### config.mk
export PLATFORM = sky130hd
export DESIGN_NAME = dual_pwm_dac
export DESIGN_NICKNAME = d
export VERILOG_FILES = /design/src/rtl/dpd_pkg.sv /design/src/rtl/dpd_timebase.sv /design/src/rtl/dpd_step_cond.sv /design/src/rtl/dpd_channel.sv /design/src/rtl/dual_pwm_dac.sv
export SDC_FILE = /design/constraint.sdc
export NUM_CORES = 1
export LEC_CHECK = 0
export ABC_AREA = 0
export BUFFER_PORTS_ARGS = -buffer_cell sky130_fd_sc_hd__buf_4
export CAP_MARGIN = 5
export CORE_AREA = 2 2 126 128
export DETAILED_ROUTE_END_ITERATION = 8
export DIE_AREA = 0 0 128 130
export GPL_ROUTABILITY_DRIVEN = 0
export PLACE_DENSITY = 0.46
export SKIP_CTS_REPAIR_TIMING = 1
export SLEW_MARGIN = 20
export SYNTH_ARGS = -nofsm -noshare
export SYNTH_HDL_FRONTEND = slang
export SYNTH_HIERARCHICAL = 1
export SYNTH_SLANG_ARGS = --single-unit
### constraint.sdc
create_clock -name clk -period 3.4 [get_ports clk]
set_input_delay 0.34 -clock clk [delete_from_list [all_inputs] [get_ports clk]]
set_output_delay 0.34 -clock clk [all_outputs]
set_load 0.01 [all_outputs]
### src/rtl/dpd_pkg.sv
package dpd_pkg;

    typedef enum logic {
        SRC_BUTTON = 1'b0,
        SRC_PULSE  = 1'b1
    } step_src_e;

    localparam int LANE_UP = 0;
    localparam int LANE_DN = 1;

endpackage

### src/rtl/dpd_timebase.sv
module dpd_timebase #(
    parameter int CODE_W   = 6,
    parameter int TICK_DIV = 4
) (
    input  logic              clk,
    input  logic              rst_n,
    input  logic              clr_i,
    output logic [CODE_W-1:0] cnt_o,
    output logic              wrap_o,
    output logic              tick_o
);
    localparam int TW = (TICK_DIV > 1) ? $clog2(TICK_DIV) : 1;

    typedef struct packed {
        logic [CODE_W-1:0] cnt;
        logic [TW-1:0]     tdiv;
    } tb_state_t;

    tb_state_t q, d;

    always_comb begin
        d = q;
        d.cnt = q.cnt + 1'b1;
        if (q.tdiv == TW'(TICK_DIV - 1)) begin
            d.tdiv = '0;
        end else begin
            d.tdiv = q.tdiv + 1'b1;
        end
        if (clr_i) begin
            d.cnt = '0;
        end
    end

    always_ff @(posedge clk or negedge rst_n) begin
        if (!rst_n) begin
            q <= '0;
        end else begin
            q <= d;
        end
    end

    assign cnt_o  = q.cnt;
    assign wrap_o = (q.cnt == {CODE_W{1'b1}});
    assign tick_o = (q.tdiv == TW'(TICK_DIV - 1));

    a_r2_period_advance: assert property (@(posedge clk) disable iff (!rst_n)
        !clr_i |=> (q.cnt == $past(q.cnt) + 1'b1));

endmodule

### src/rtl/dpd_step_cond.sv
module dpd_step_cond
    import dpd_pkg::*;
#(
    parameter int DEB_SAMPLES = 16
) (
    input  logic       clk,
    input  logic       rst_n,
    input  logic       clr_i,
    input  logic       mode_i,
    input  logic       tick_i,
    input  logic [1:0] raw_i,
    output logic [1:0] step_o
);
    localparam int DW = (DEB_SAMPLES > 1) ? $clog2(DEB_SAMPLES) : 1;

    typedef struct packed {
        logic [1:0]         s1;
        logic [1:0]         s2;
        logic [1:0]         prev;
        logic [1:0]         stab;
        logic [1:0][DW-1:0] dcnt;
        logic [1:0]         step;
    } sc_state_t;

    sc_state_t q, d;
    logic [1:0] pulse_edge;
    logic [1:0] btn_edge;

    always_comb begin
        d = q;
        d.s1   = raw_i;
        d.s2   = q.s1;
        d.prev = q.s2;
        pulse_edge = q.s2 & ~q.prev;
        for (int k = 0; k < 2; k++) begin
            if (q.s2[k] == q.stab[k]) begin
                d.dcnt[k] = '0;
            end else if (tick_i) begin
                if (q.dcnt[k] == DW'(DEB_SAMPLES - 1)) begin
                    d.stab[k] = q.s2[k];
                    d.dcnt[k] = '0;
                end else begin
                    d.dcnt[k] = q.dcnt[k] + 1'b1;
                end
            end
        end
        btn_edge = d.stab & ~q.stab;
        d.step = (step_src_e'(mode_i) == SRC_PULSE) ? pulse_edge : btn_edge;
        if (clr_i) begin
            d.step = '0;
        end
    end

    always_ff @(posedge clk or negedge rst_n) begin
        if (!rst_n) begin
            q <= '0;
        end else begin
            q <= d;
        end
    end

    assign step_o = q.step;

    // a pulse-mode step needs a synchronised rising edge
    a_r3_pulse_needs_edge: assert property (@(posedge clk) disable iff (!rst_n)
        (mode_i && !clr_i && !$past(clr_i) && $past(mode_i) && step_o[LANE_UP])
            |-> $past(q.s2[LANE_UP] && !q.prev[LANE_UP]));

    // an accepted button level only changes on a debounce tick
    a_r4_stab_on_tick: assert property (@(posedge clk) disable iff (!rst_n)
        !tick_i |=> $stable(q.stab));

endmodule

### src/rtl/dpd_channel.sv
module dpd_channel #(
    parameter int CODE_W = 6
) (
    input  logic              clk,
    input  logic              rst_n,
    input  logic              clr_i,
    input  logic              up_i,
    input  logic              dn_i,
    input  logic [CODE_W-1:0] cnt_i,
    input  logic              wrap_i,
    output logic              pwm_o
);
    localparam logic [CODE_W-1:0] LVL_MAX = {CODE_W{1'b1}};
    localparam logic [CODE_W-1:0] LVL_MID = {1'b1, {(CODE_W-1){1'b0}}};

    typedef struct packed {
        logic [CODE_W-1:0] lvl;
        logic [CODE_W-1:0] act;
        logic              pwm;
    } ch_state_t;

    ch_state_t q, d;

    always_comb begin
        d = q;
        if (up_i && !dn_i && q.lvl != LVL_MAX) begin
            d.lvl = q.lvl + 1'b1;
        end else if (dn_i && !up_i && q.lvl != '0) begin
            d.lvl = q.lvl - 1'b1;
        end
        if (wrap_i) begin
            d.act = q.lvl;
        end
        d.pwm = (cnt_i < q.act);
        if (clr_i) begin
            d.lvl = LVL_MID;
            d.act = LVL_MID;
            d.pwm = 1'b0;
        end
    end

    always_ff @(posedge clk or negedge rst_n) begin
        if (!rst_n) begin
            q.lvl <= LVL_MID;
            q.act <= LVL_MID;
            q.pwm <= 1'b0;
        end else begin
            q <= d;
        end
    end

    assign pwm_o = q.pwm;

    a_r3_single_step: assert property (@(posedge clk) disable iff (!rst_n)
        !clr_i |=> (q.lvl == $past(q.lvl) || q.lvl == $past(q.lvl) + 1'b1
                    || q.lvl == $past(q.lvl) - 1'b1));

    a_r5_sat_top: assert property (@(posedge clk) disable iff (!rst_n)
        (q.lvl == LVL_MAX && up_i && !clr_i) |=> q.lvl == LVL_MAX);

    a_r5_sat_bottom: assert property (@(posedge clk) disable iff (!rst_n)
        (q.lvl == '0 && dn_i && !clr_i) |=> q.lvl == '0);

    a_r6_zero_low: assert property (@(posedge clk) disable iff (!rst_n)
        (q.act == '0) |=> !pwm_o);

    a_r7_shutdown: assert property (@(posedge clk) disable iff (!rst_n)
        clr_i |=> (!pwm_o && q.lvl == LVL_MID));

    a_r8_load_at_wrap: assert property (@(posedge clk) disable iff (!rst_n)
        (cnt_i != '0) |-> $stable(q.act));

    a_r9_both_hold: assert property (@(posedge clk) disable iff (!rst_n)
        (up_i && dn_i && !clr_i) |=> $stable(q.lvl));

endmodule

### src/rtl/dual_pwm_dac.sv
module dual_pwm_dac #(
    parameter int CODE_W      = 6,
    parameter int TICK_DIV    = 4,
    parameter int DEB_SAMPLES = 16,
    parameter int N_CH        = 2
) (
    input  logic            clk,
    input  logic            rst_n,
    input  logic            shutdown,
    input  logic            pulse_mode,
    input  logic [N_CH-1:0] raise_in,
    input  logic [N_CH-1:0] lower_in,
    output logic [N_CH-1:0] pwm_out
);
    logic [CODE_W-1:0] period_cnt;
    logic              period_wrap;
    logic              deb_tick;

    dpd_timebase #(
        .CODE_W  (CODE_W),
        .TICK_DIV(TICK_DIV)
    ) u_timebase (
        .clk   (clk),
        .rst_n (rst_n),
        .clr_i (shutdown),
        .cnt_o (period_cnt),
        .wrap_o(period_wrap),
        .tick_o(deb_tick)
    );

    for (genvar c = 0; c < N_CH; c++) begin : g_ch
        logic [1:0] step;

        dpd_step_cond #(
            .DEB_SAMPLES(DEB_SAMPLES)
        ) u_cond (
            .clk   (clk),
            .rst_n (rst_n),
            .clr_i (shutdown),
            .mode_i(pulse_mode),
            .tick_i(deb_tick),
            .raw_i ({lower_in[c], raise_in[c]}),
            .step_o(step)
        );

        dpd_channel #(
            .CODE_W(CODE_W)
        ) u_chan (
            .clk   (clk),
            .rst_n (rst_n),
            .clr_i (shutdown),
            .up_i  (step[0]),
            .dn_i  (step[1]),
            .cnt_i (period_cnt),
            .wrap_i(period_wrap),
            .pwm_o (pwm_out[c])
        );
    end

    a_r7_outputs_low: assert property (@(posedge clk) disable iff (!rst_n)
        shutdown |=> (pwm_out == '0));

endmodule

==> run metrics, run 1 <==
VDD IR-drop max=roughly 200 uV; Setup crit end kind=flip-flop; final core utilization=between 20% and 30%; internal power=approximately 1.7 mW; register area=1760 sq um; synth top area cells=dfrtp_1 44%, ha_1 8.0%, nor2_1 3.9%; leading area contributor after synthesis=dfrtp_1; Top Ports=10; DIE HEIGHT=roughly 130 microns; HP Class=in2async; top cell type's share of synthesized area=between 40 and 50%; number of flops mapped to enable cells by yosys=0; Crit Path Category=reg2reg; ys flop type=dfrtp_1; setup TNS=0 ns; CP Max Fanout=6; Synth async-reset ratio=between 90% and 100%; synth cell count leaders=66 x dfrtp_1, 39 x nor2_1, 24 x ha_1; clock skew=roughly 0.0066 ns; WL final=roughly 6600 microns; share of cells above drive strength 1=about 18%; f_max=~350 MHz; vias in the first global route=roughly 2500; Detail Route Antenna Nets=0; Gate power share=approximately a fifth; min Tclk post-route=~2.8 ns; Sw Share=27.6%; YS warnings=6; syn avg cell area=10.8 sq um; # H-tree levels=3; die width=roughly 130 microns; clk sinks=70; reg-to-reg slack, setup=around 0.58 ns; IO buf count=9; Leakage Power=1.80 nW; DRC Markers=0; CTS tree=yes; syn nets=between 300 and 400; power per cell area=567 nW/um^2; WL/cell=around 12 microns; fin. max-slew vios=0; Layout Nets=approximately 380; most frequent cell after synthesis=dfrtp_1; floorplan core area=approximately 15000 sq um; max_cap viols=0; die area=around 17000 sq um; Final Hold Fails=0; post-synthesis cell area=3750 sq um; share of power burned in registers=between 40% and 50%; drt first pass iters=4; gr usage total=a little under a tenth; via count=~2400; FP Rows=46; clock-pin slew on the worst setup and hold paths=about 0.06 ns; Post-Synthesis Cells=between 300 and 400; Crit path arrival time=roughly 3.1 ns; diodes inserted=0; first-pass GRT wire length=~12000 microns; RSZ-0062 raised after global routing=no; Num CTS Buffers=9; Clk Latency, worst-skew pair=0.33 ns; largest net degree at the start of global routing=71; Sw Pwr=about 660 uW; Slew @ Worst Pin=~0.9 ns; initial antenna violation count=0; post-synthesis sequential area ratio=46.8%; Slew HR=40.0%; Seq cells post-synth=70; Hold WS=0.112 ns; global route overflow=0; area occupied by multi-input gates=1780 sq um; synth-to-layout area growth=13.4%; critical path launch point type=flip-flop; Initial DRC Count=just under 100; Detail Placement HPWL=approximately 4400 microns; library cells used by synthesis=46; fin crit share=around 83%; clock group share of total power=39.0%; # fillers=between 1500 and 2000; CTS root buf=clkbuf_16; Critical Path RT=3.64 ns; Max clock buf depth=2; final setup violation count=0; status=finished, final reports clean; detailed-route vias per instance=about 4.4; Initial Utilization=between 20% and 30%
## area by class of cell
type	count	share of cell area, %
clock buffers	12	6.03
multi-input cells	234	41.8
repair buffers	11	1.94
clock inverters	4	1.06
flip-flops and latches	70	41.3
well taps	192	5.65
inverters	24	2.24
## final timing paths
check	endpoint	cells after the start	from
min	g_ch[1].u_chan/q[5]	1	rst_n
max	g_ch[0].u_chan/q[12]	8	g_ch[0].u_chan/q[12]
max in group asynchronous	g_ch[0].u_chan/q[3]	1	rst_n
max reg2reg	g_ch[0].u_chan/q[12]	8	g_ch[0].u_chan/q[12]
min in group clk	g_ch[1].u_cond/d[14]	1	raise_in[1]
min reg2reg	g_ch[0].u_cond/d[12]	0	g_ch[0].u_cond/d[14]
## cell usage in the layout, fill, tap and decap left out, types with 6 or more instances in the layout
master,netlist,routed
dfrtp_1,66,66
nor2_1,39,39
ha_1,24,24
inv_1,22,22
nand2_1,16,16
mux2i_1,14,14
a21oi_1,14,14
buf_4,10,11
nand2b_1,10,10
o21ai_0,10,10
mux2_2,10,10
clkbuf_16,0,9
xnor2_1,9,9
xor2_1,8,8
nand3_1,7,7
a21o_1,6,6
a211oi_1,6,6
## per-layer routing
layer	global-route usage (%)	up-vias	part of all wire (%)
met4	4.07	0	1.5
li1	-	1199	-
met5	0	-	0
met3	3.20	7	3.9
met1	10.9	1171	47
met2	14.9	31	47
## logic make-up after synthesis
family	count (synthesis)	synth area share (%)
fa+ha+maj	26	9.07
simple gates	104	14.6
buf+inv	42	5.80
xor+xnor	17	3.97
mux	26	7.54
compound gates	61	12.1
flops	70	46.8
## critical path, cell delays in order (launching register included)
cell and delay [ns]:
dfstp_2 0.58, nand2_2 0.08, o311ai_4 0.43, ha_1 0.33
a211oi_1 0.29, o21bai_1 0.12, a21oi_1 0.25, mux2_2 0.37
a221oi_1 0.29
## power by group through the flow
stage               combinational (mW)  sequential (mW)  clock [mW]
floorplan                        0.387            0.980           0
finish                           0.476            0.994       0.940
CTS                              0.481            0.994       0.977
global placement                 0.471             1.01           0
detailed placement               0.474             1.01           0
global route                     0.542             1.00        1.02
## per-stage QoR
stage	setup slack (ns)	power [mW]	instance area, sq um	std cells
CTS	0.579	2.45	4250	547
floorplan	0.801	1.37	3750	346
finish	0.577	2.41	4250	547
global placement	0.639	1.48	3950	531
global route	0.335	2.56	4250	547
detailed placement	0.602	1.48	3950	531
## state kept, by name (all words and copies together) (netlist names)
register            flops
g_ch.u_cond/d           8
g_ch.u_cond/q          24
u_timebase/cnt_o        6
u_timebase/q            2
g_ch.u_chan/pwm_o       2
g_ch.u_cond/step_o      4
g_ch.u_chan/q          24
No activity file was read; power rests on OpenSTA's default activity.
==> run 2: changes to the inputs <==
--- a/config.mk
+++ b/config.mk
@@ -5,14 +5,14 @@
 export SDC_FILE = /design/constraint.sdc
 export NUM_CORES = 1
 export LEC_CHECK = 0
-export ABC_AREA = 0
+export ABC_AREA = 1
 export BUFFER_PORTS_ARGS = -buffer_cell sky130_fd_sc_hd__buf_4
 export CAP_MARGIN = 5
-export CORE_AREA = 2 2 126 128
+export CORE_AREA = 2 2 128 130
 export DETAILED_ROUTE_END_ITERATION = 8
-export DIE_AREA = 0 0 128 130
+export DIE_AREA = 0 0 130 132
 export GPL_ROUTABILITY_DRIVEN = 0
-export PLACE_DENSITY = 0.46
+export PLACE_DENSITY = 0.48
 export SKIP_CTS_REPAIR_TIMING = 1
 export SLEW_MARGIN = 20
 export SYNTH_ARGS = -nofsm -noshare
==> constraint.sdc (replaced) <==
create_clock -name clk -period 2.4 [get_ports clk]
set_input_delay 0.24 -clock clk [delete_from_list [all_inputs] [get_ports clk]]
set_output_delay 0.24 -clock clk [all_outputs]
set_load 0.01 [all_outputs]
==> run 2 against run 1 <==
Compared with the run above:
- hold slack got worse by 0.073 ns
- clock-buffer cell count down 3
- via count up 18%
- clock skew shrank 0.0026 ns
- largest power group is now clock
- final area is 5.0% higher
- synthesized area grew 3.1%
- highest routed layer unchanged
- combinational power rose by 67%
- sequential cell count did not move
==> run metrics, run 2 <==
final worst slack=0.455 ns (was 0.577 ns); XOR/XNOR share of the synthesized area=2.27% (was 3.97%); CP startpoint=g_ch[0].u_chan/q[12] (unchanged); largest net degree at the start of global routing=71 (unchanged); Max clock buf depth=2 (unchanged); Slew HR=38.7% (was 40.0%); HP Class=in2async (unchanged); via count=2850 (was 2408); register area=1760 sq um (unchanged); Initial Utilization=24.6% (was 24.3%); simple-gate share of the synthesized area=24.9% (was 14.6%); critical path launch point type=flip-flop (unchanged); area occupied by multi-input gates=1710 sq um (was 1780 sq um); commonest non-fill, non-tap cell in the layout=nand2_1 (was dfrtp_1); clock-pin slew on the worst setup and hold paths=0.06 ns (about the same); post-synthesis sequential area ratio=45.4% (was 46.8%); diodes inserted=0 (unchanged); Synth Area in Adders=8.80% (was 9.07%); WL final=7210 microns (was 6630 microns); VDD IR-drop max=347 uV (was 205 uV); ys flop type=dfrtp_1 (unchanged); Crit Path Category=reg2reg (unchanged); library cells used by synthesis=28 (was 46); Slew @ Worst Pin=0.919 ns (was 0.901 ns); Placed Cells=676 (was 531); # H-tree levels=3 (unchanged); vias in the first global route=2795 (was 2484); Detail Placement HPWL=5070 microns (was 4400 microns); Crit path arrival time=2.20 ns (was 3.06 ns); status=finished, final reports clean (unchanged); CTS root buf=clkbuf_16 (unchanged); gr usage total=9.22% (was 9.11%); Detail Route Antenna Nets=0 (unchanged); clk sinks=70 (unchanged); non-filler cells, final=695 (was 547); power per cell area=810 nW/um^2 (was 567 nW/um^2); Hold WS=0.0393 ns (was 0.112 ns); final setup violation count=0 (unchanged); final core utilization=28.4% (was 27.6%); pre-CTS WS=0.455 ns (was 0.602 ns); # fillers=1667 (was 1608); Final Hold Fails=0 (unchanged); Top Ports=10 (unchanged); syn avg cell area=8.37 sq um (was 10.8 sq um); leading area contributor after synthesis=dfrtp_1 (unchanged); mux contribution to synthesized area=0% (was 7.54%); initial antenna violation count=0 (unchanged); setup TNS=0 ns (unchanged); Leakage Power=2.15 nW (was 1.80 nW); Initial DRC Count=85 (was 98); Seq cells post-synth=70 (unchanged); Clk Latency, worst-skew pair=0.34 ns (was 0.33 ns); fin crit share=81.0% (was 83.0%); synth cell count leaders=106 x nand2_1, 79 x inv_1, 66 x dfrtp_1 (was 66 x dfrtp_1, 39 x nor2_1, 24 x ha_1); YS warnings=6 (unchanged); global route overflow=0 (unchanged); IO buf count=9 (unchanged); reg-to-reg startpoint=g_ch[0].u_chan/q[12] (unchanged); FP Rows=46 (unchanged); fin. max-slew vios=0 (unchanged); design area=4470 sq um (was 4250 sq um); max_cap viols=0 (unchanged); DRC Markers=0 (unchanged); Critical Path RT=2.66 ns (was 3.64 ns); die width=130 microns (was 128 microns); Num CTS Buffers=9 (unchanged); Setup crit end kind=flip-flop (unchanged); DIE HEIGHT=132 microns (was 130 microns); synth top area cells=dfrtp_1 43%, nand2_1 10%, ha_1 7.8% (was dfrtp_1 44%, ha_1 8.0%, nor2_1 3.9%); WL/cell=10.4 microns (was 12.1 microns); CTS tree=yes (unchanged); CP Max Fanout=9 (was 6); post-synthesis compound-gate area fraction=8.25% (was 12.1%); number of flops mapped to enable cells by yosys=0 (unchanged); share of cells above drive strength 1=10.4% (was 17.7%); drt first pass iters=4 (unchanged); clock skew=0.00392 ns (was 0.00655 ns); DP Area=4110 sq um (was 3950 sq um); Tot Pwr=3.62 mW (was 2.41 mW); syn nets=496 (was 380); first-pass GRT wire length=12600 microns (was 11900 microns); synth-to-layout area growth=15.5% (was 13.4%); top cell type's share of synthesized area=42.7% (was 44.0%); Synth async-reset ratio=100% (unchanged); min Tclk post-route=1.94 ns (was 2.82 ns); detailed-route vias per instance=4.10 (was 4.40); most frequent cells in the layout=106 x nand2_1, 79 x inv_1, 66 x dfrtp_1 (was 66 x dfrtp_1, 39 x nor2_1, 24 x ha_1); post-synthesis cell area=3870 sq um (was 3750 sq um); f_max=514 MHz (was 354 MHz); main combinational cell family by area after synthesis=simple AND/OR/NAND/NOR gates (unchanged); die area=17200 sq um (was 16600 sq um); most frequent cell after synthesis=nand2_1 (was dfrtp_1); floorplan core area=15700 sq um (was 15400 sq um); Post-Synthesis Cells=462 (was 346); RSZ-0062 raised after global routing=no (unchanged); Layout Nets=509 (was 384)
==> run 2: changes by cell type after synthesis, sizes merged, moves of 12 or more <==
cell   delta
o22ai    +18
nand2    +93
mux2i    -14
nand3    +22
inv      +57
mux2     -12
nor2     +14
==> run 2: cell type report <==
| type | instances | area share (%) |
|---|---|---|
| sequential | 70 | 39.3 |
| tap | 216 | 6.05 |
| timing repair buffer | 14 | 2.58 |
| multi-input combinational | 299 | 38.2 |
| clock buffer | 9 | 5.04 |
| clock inverter | 6 | 1.96 |
| inverter | 81 | 6.81 |
==> run 2: cell families after synthesis <==
group	count (synthesis)
flip-flops	70
buffers and inverters	93
adder cells (fa/ha/maj)	26
AND/OR/NAND/NOR	210
AO/OA/AOI/OAI	53
XOR/XNOR	10
==> run 2: power by group <==
part	leakage, nW	internal [mW]	switching [mW]
clock network	0.144	0.901	0.515
registers	0.908	1.29	0.121
logic	1.10	0.331	0.463
==> run 2: path summary, 6_finish.rpt <==
check | end | slack, ns | cells past startpoint
max | g_ch[0].u_chan/q[11] | 0.46 | 12
min in group clk | g_ch[0].u_cond/step_o[0] | 0.21 | 3
max reg2reg | g_ch[0].u_chan/q[11] | 0.46 | 12
max in group asynchronous | g_ch[0].u_cond/q[13] | 1.77 | 1
min | g_ch[1].u_chan/q[3] | 0.04 | 1
min reg2reg | g_ch[0].u_cond/d[12] | 0.35 | 0
==> run 2: critical path: stages (launching register included) <==
cell and delay (ns):
dfstp_2 0.57, nand2_1 0.06, inv_1 0.05, nand2_1 0.08, nand2_4 0.13, inv_1 0.07
fa_1 0.39, inv_1 0.07, nand2_1 0.04, nand2_1 0.05, a21oi_1 0.07, xor2_1 0.15
o22ai_1 0.13
==> run 2: per-layer routing <==
layer	part of all wire [%]	vias to the layer above	GRT usage, %
li1	-	1486	-
met1	48	1316	11.7
met2	46	34	14.1
met3	3.6	14	3.29
met4	2.4	0	4.00
met5	0	-	0
==> run 3: changes to the inputs <==
--- a/config.mk
+++ b/config.mk
@@ -12,7 +12,7 @@
 export DETAILED_ROUTE_END_ITERATION = 8
 export DIE_AREA = 0 0 130 132
 export GPL_ROUTABILITY_DRIVEN = 0
-export PLACE_DENSITY = 0.48
+export PLACE_DENSITY = 0.46
 export SKIP_CTS_REPAIR_TIMING = 1
 export SLEW_MARGIN = 20
 export SYNTH_ARGS = -nofsm -noshare
==> constraint.sdc (replaced) <==
create_clock -name clk -period 1.85 [get_ports clk]
set_input_delay 0.185 -clock clk [delete_from_list [all_inputs] [get_ports clk]]
set_output_delay 0.185 -clock clk [all_outputs]
set_load 0.01 [all_outputs]
==> run 3 against run 2 <==
Compared with the run above:
- setup slack worse by 0.42 ns
- global-route usage up 0.62 points
- critical path depth stayed put
- critical path type unchanged
==> run metrics, run 3 (synthesized netlist as in run 2, its figures left out) <==
clock-pin slew on the worst setup and hold paths=0.06 ns (about the same); Num CTS Buffers=9 (unchanged); VDD IR-drop max=548 uV (was 347 uV); crit-path cells=nand2_1, inv_1, nand2_2, nand2_4, inv_2, fa_2, inv_1, nand2_1, nand2_1, a21oi_1, xor2_1, o22ai_1 (was nand2_1, inv_1, nand2_1, nand2_4, inv_1, fa_1, inv_1, nand2_1, nand2_1, a21oi_1, xor2_1, o22ai_1); drt first pass iters=4 (unchanged); detailed-route vias per instance=4.17 (was 4.10); Slew @ Worst Pin=0.289 ns (was 0.919 ns); # fillers=1637 (was 1667); Detail Route Antenna Nets=0 (unchanged); design area=4800 sq um (was 4470 sq um); Crit path arrival time=2.02 ns (was 2.20 ns); fin crit share=97.9% (was 81.0%); most frequent cells in the layout=98 x nand2_1, 76 x inv_1, 66 x dfrtp_1 (was 106 x nand2_1, 79 x inv_1, 66 x dfrtp_1); WL/cell=11.0 microns (was 10.4 microns); clock skew=0.00566 ns (was 0.00392 ns); first-pass GRT wire length=13600 microns (was 12600 microns); Clk Latency, worst-skew pair=0.33 ns (was 0.34 ns); FP Rows=46 (unchanged); met3 GRT Util=2.80% (was 3.29%); HP Class=in2reg (was in2async); f_max=552 MHz (was 514 MHz); most used cell, CP=nand2_1 (unchanged); pre-CTS WS=0.0395 ns (was 0.455 ns); CTS tree=yes (unchanged); final setup violation count=0 (unchanged); Critical Path RT=2.06 ns (was 2.66 ns); global route overflow=0 (unchanged); Crit path max-delay family=flip-flops (unchanged); CP max stage cell=dfstp_2 (unchanged); vias in the first global route=3000 (was 2795); Initial DRC Count=104 (was 85); via count=3005 (was 2850); commonest non-fill, non-tap cell in the layout=nand2_1 (unchanged); Crit Path Category=reg2reg (unchanged); min Tclk post-route=1.81 ns (was 1.94 ns); floorplan core area=15700 sq um (unchanged); critical path launch point type=flip-flop (unchanged); CTS root buf=clkbuf_16 (unchanged); Placed Cells=693 (was 676); clk sinks=70 (unchanged); DRC Markers=0 (unchanged); Leakage Power=2.29 nW (was 2.15 nW); status=finished, final reports clean (unchanged); power per cell area=1090 nW/um^2 (was 810 nW/um^2); Slew HR=80.6% (was 38.7%); Largest stage delay, worst path=0.53 ns (was 0.57 ns); initial antenna violation count=0 (unchanged); met2 usage=15.9% (was 14.1%); # H-tree levels=3 (unchanged); CP Buf/Inv Count=3 (unchanged); fin. max-slew vios=0 (unchanged); diodes inserted=0 (unchanged); die width=130 microns (unchanged); final worst slack=0.0396 ns (was 0.455 ns); gr usage total=9.85% (was 9.22%); die area=17200 sq um (unchanged); largest net degree at the start of global routing=38 (was 71); Layout Nets=534 (was 509); share of cells above drive strength 1=20.0% (was 10.4%); Tot Pwr=5.23 mW (was 3.62 mW); Top Ports=10 (unchanged); WL final=7940 microns (was 7210 microns); Setup crit end kind=flip-flop (unchanged); DP Area=4250 sq um (was 4110 sq um); synth-to-layout area growth=24.3% (was 15.5%); non-filler cells, final=721 (was 695); Detail Placement HPWL=5500 microns (was 5070 microns); global routing's busiest layer=met2 (unchanged); Initial Utilization=24.6% (unchanged); RSZ-0062 raised after global routing=yes (was no); Final Hold Fails=0 (unchanged); DIE HEIGHT=132 microns (unchanged); GR Layer Usage met1=12.6% (was 11.7%); IO buf count=9 (unchanged); setup TNS=0 ns (unchanged); CP Max Fanout=6 (was 9); Max clock buf depth=2 (unchanged); max_cap viols=0 (unchanged)
==> run 3: changes by cell type in the layout (fill, tap and decap cells not counted), moves of 4 or more <==
cell     delta
nand2_2     +8
nor2_2      +4
buf_4      +23
ha_4        +6
ha_1        -6
nor2_1      -4
nand2_1     -8
==> run 3: layer usage <==
layer,share of wire (%),vias to the layer above,routed length (microns)
met4,1.4,0,112
met1,48,1425,3840
met3,2.7,10,211
li1,-,1546,-
met2,48,24,3780
met5,0,-,0
==> run 3: tightest hold or removal path: cells and delay by family <==
family | cells | cell delay [ns]
compound gates | 1 | 0.06
buf+inv | 2 | 0.21
==> run 3: power breakdown <==
group | internal, mW | total [mW] | switching, mW
clock network | 1.21 | 1.89 | 0.677
logic | 0.748 | 1.59 | 0.844
registers | 1.67 | 1.75 | 0.0790
total | 3.63 | 5.23 | 1.60
==> run 3: area by class of cell <==
type / instances / area [sq um] / share of cell area, %
Inverter: 81 / 304 / 6.33
Tap cell: 216 / 270 / 5.62
Clock buffer: 10 / 239 / 4.97
Clock inverter: 6 / 85.1 / 1.77
Multi-Input combinational cell: 299 / 1830 / 38.1
Timing Repair Buffer: 39 / 318 / 6.61
Sequential cell: 70 / 1760 / 36.6
==> run 3: worst paths after layout <==
| kind | to | slack (ns) | depth (start not counted) | start |
|---|---|---|---|---|
| worst max-delay path | g_ch[0].u_chan/q[11] | 0.04 | 12 | g_ch[0].u_chan/q[12] |
| worst min-delay path | g_ch[0].u_cond/step_o[1] | 0.16 | 3 | pulse_mode |
| worst max register to register | g_ch[0].u_chan/q[11] | 0.04 | 12 | g_ch[0].u_chan/q[12] |
| worst min register to register | g_ch[1].u_cond/d[12] | 0.34 | 0 | g_ch[1].u_cond/d[14] |
| max in group asynchronous | g_ch[1].u_cond/q[4] | 1.04 | 3 | rst_n |
| min in group asynchronous | u_timebase/cnt_o[3] | 0.27 | 2 | rst_n |
==> run 3: through the flow <==
| step | utilization (%) | hold WS, ns |
|---|---|---|
| after floorplan | - | -0.111 |
| after global placement | 27.1 | 0.0666 |
| after detailed placement | 27.1 | 0.0752 |
| after CTS | 29.1 | -0.289 |
| after global routing | 30.6 | 0.155 |
| final | 30.6 | 0.157 |
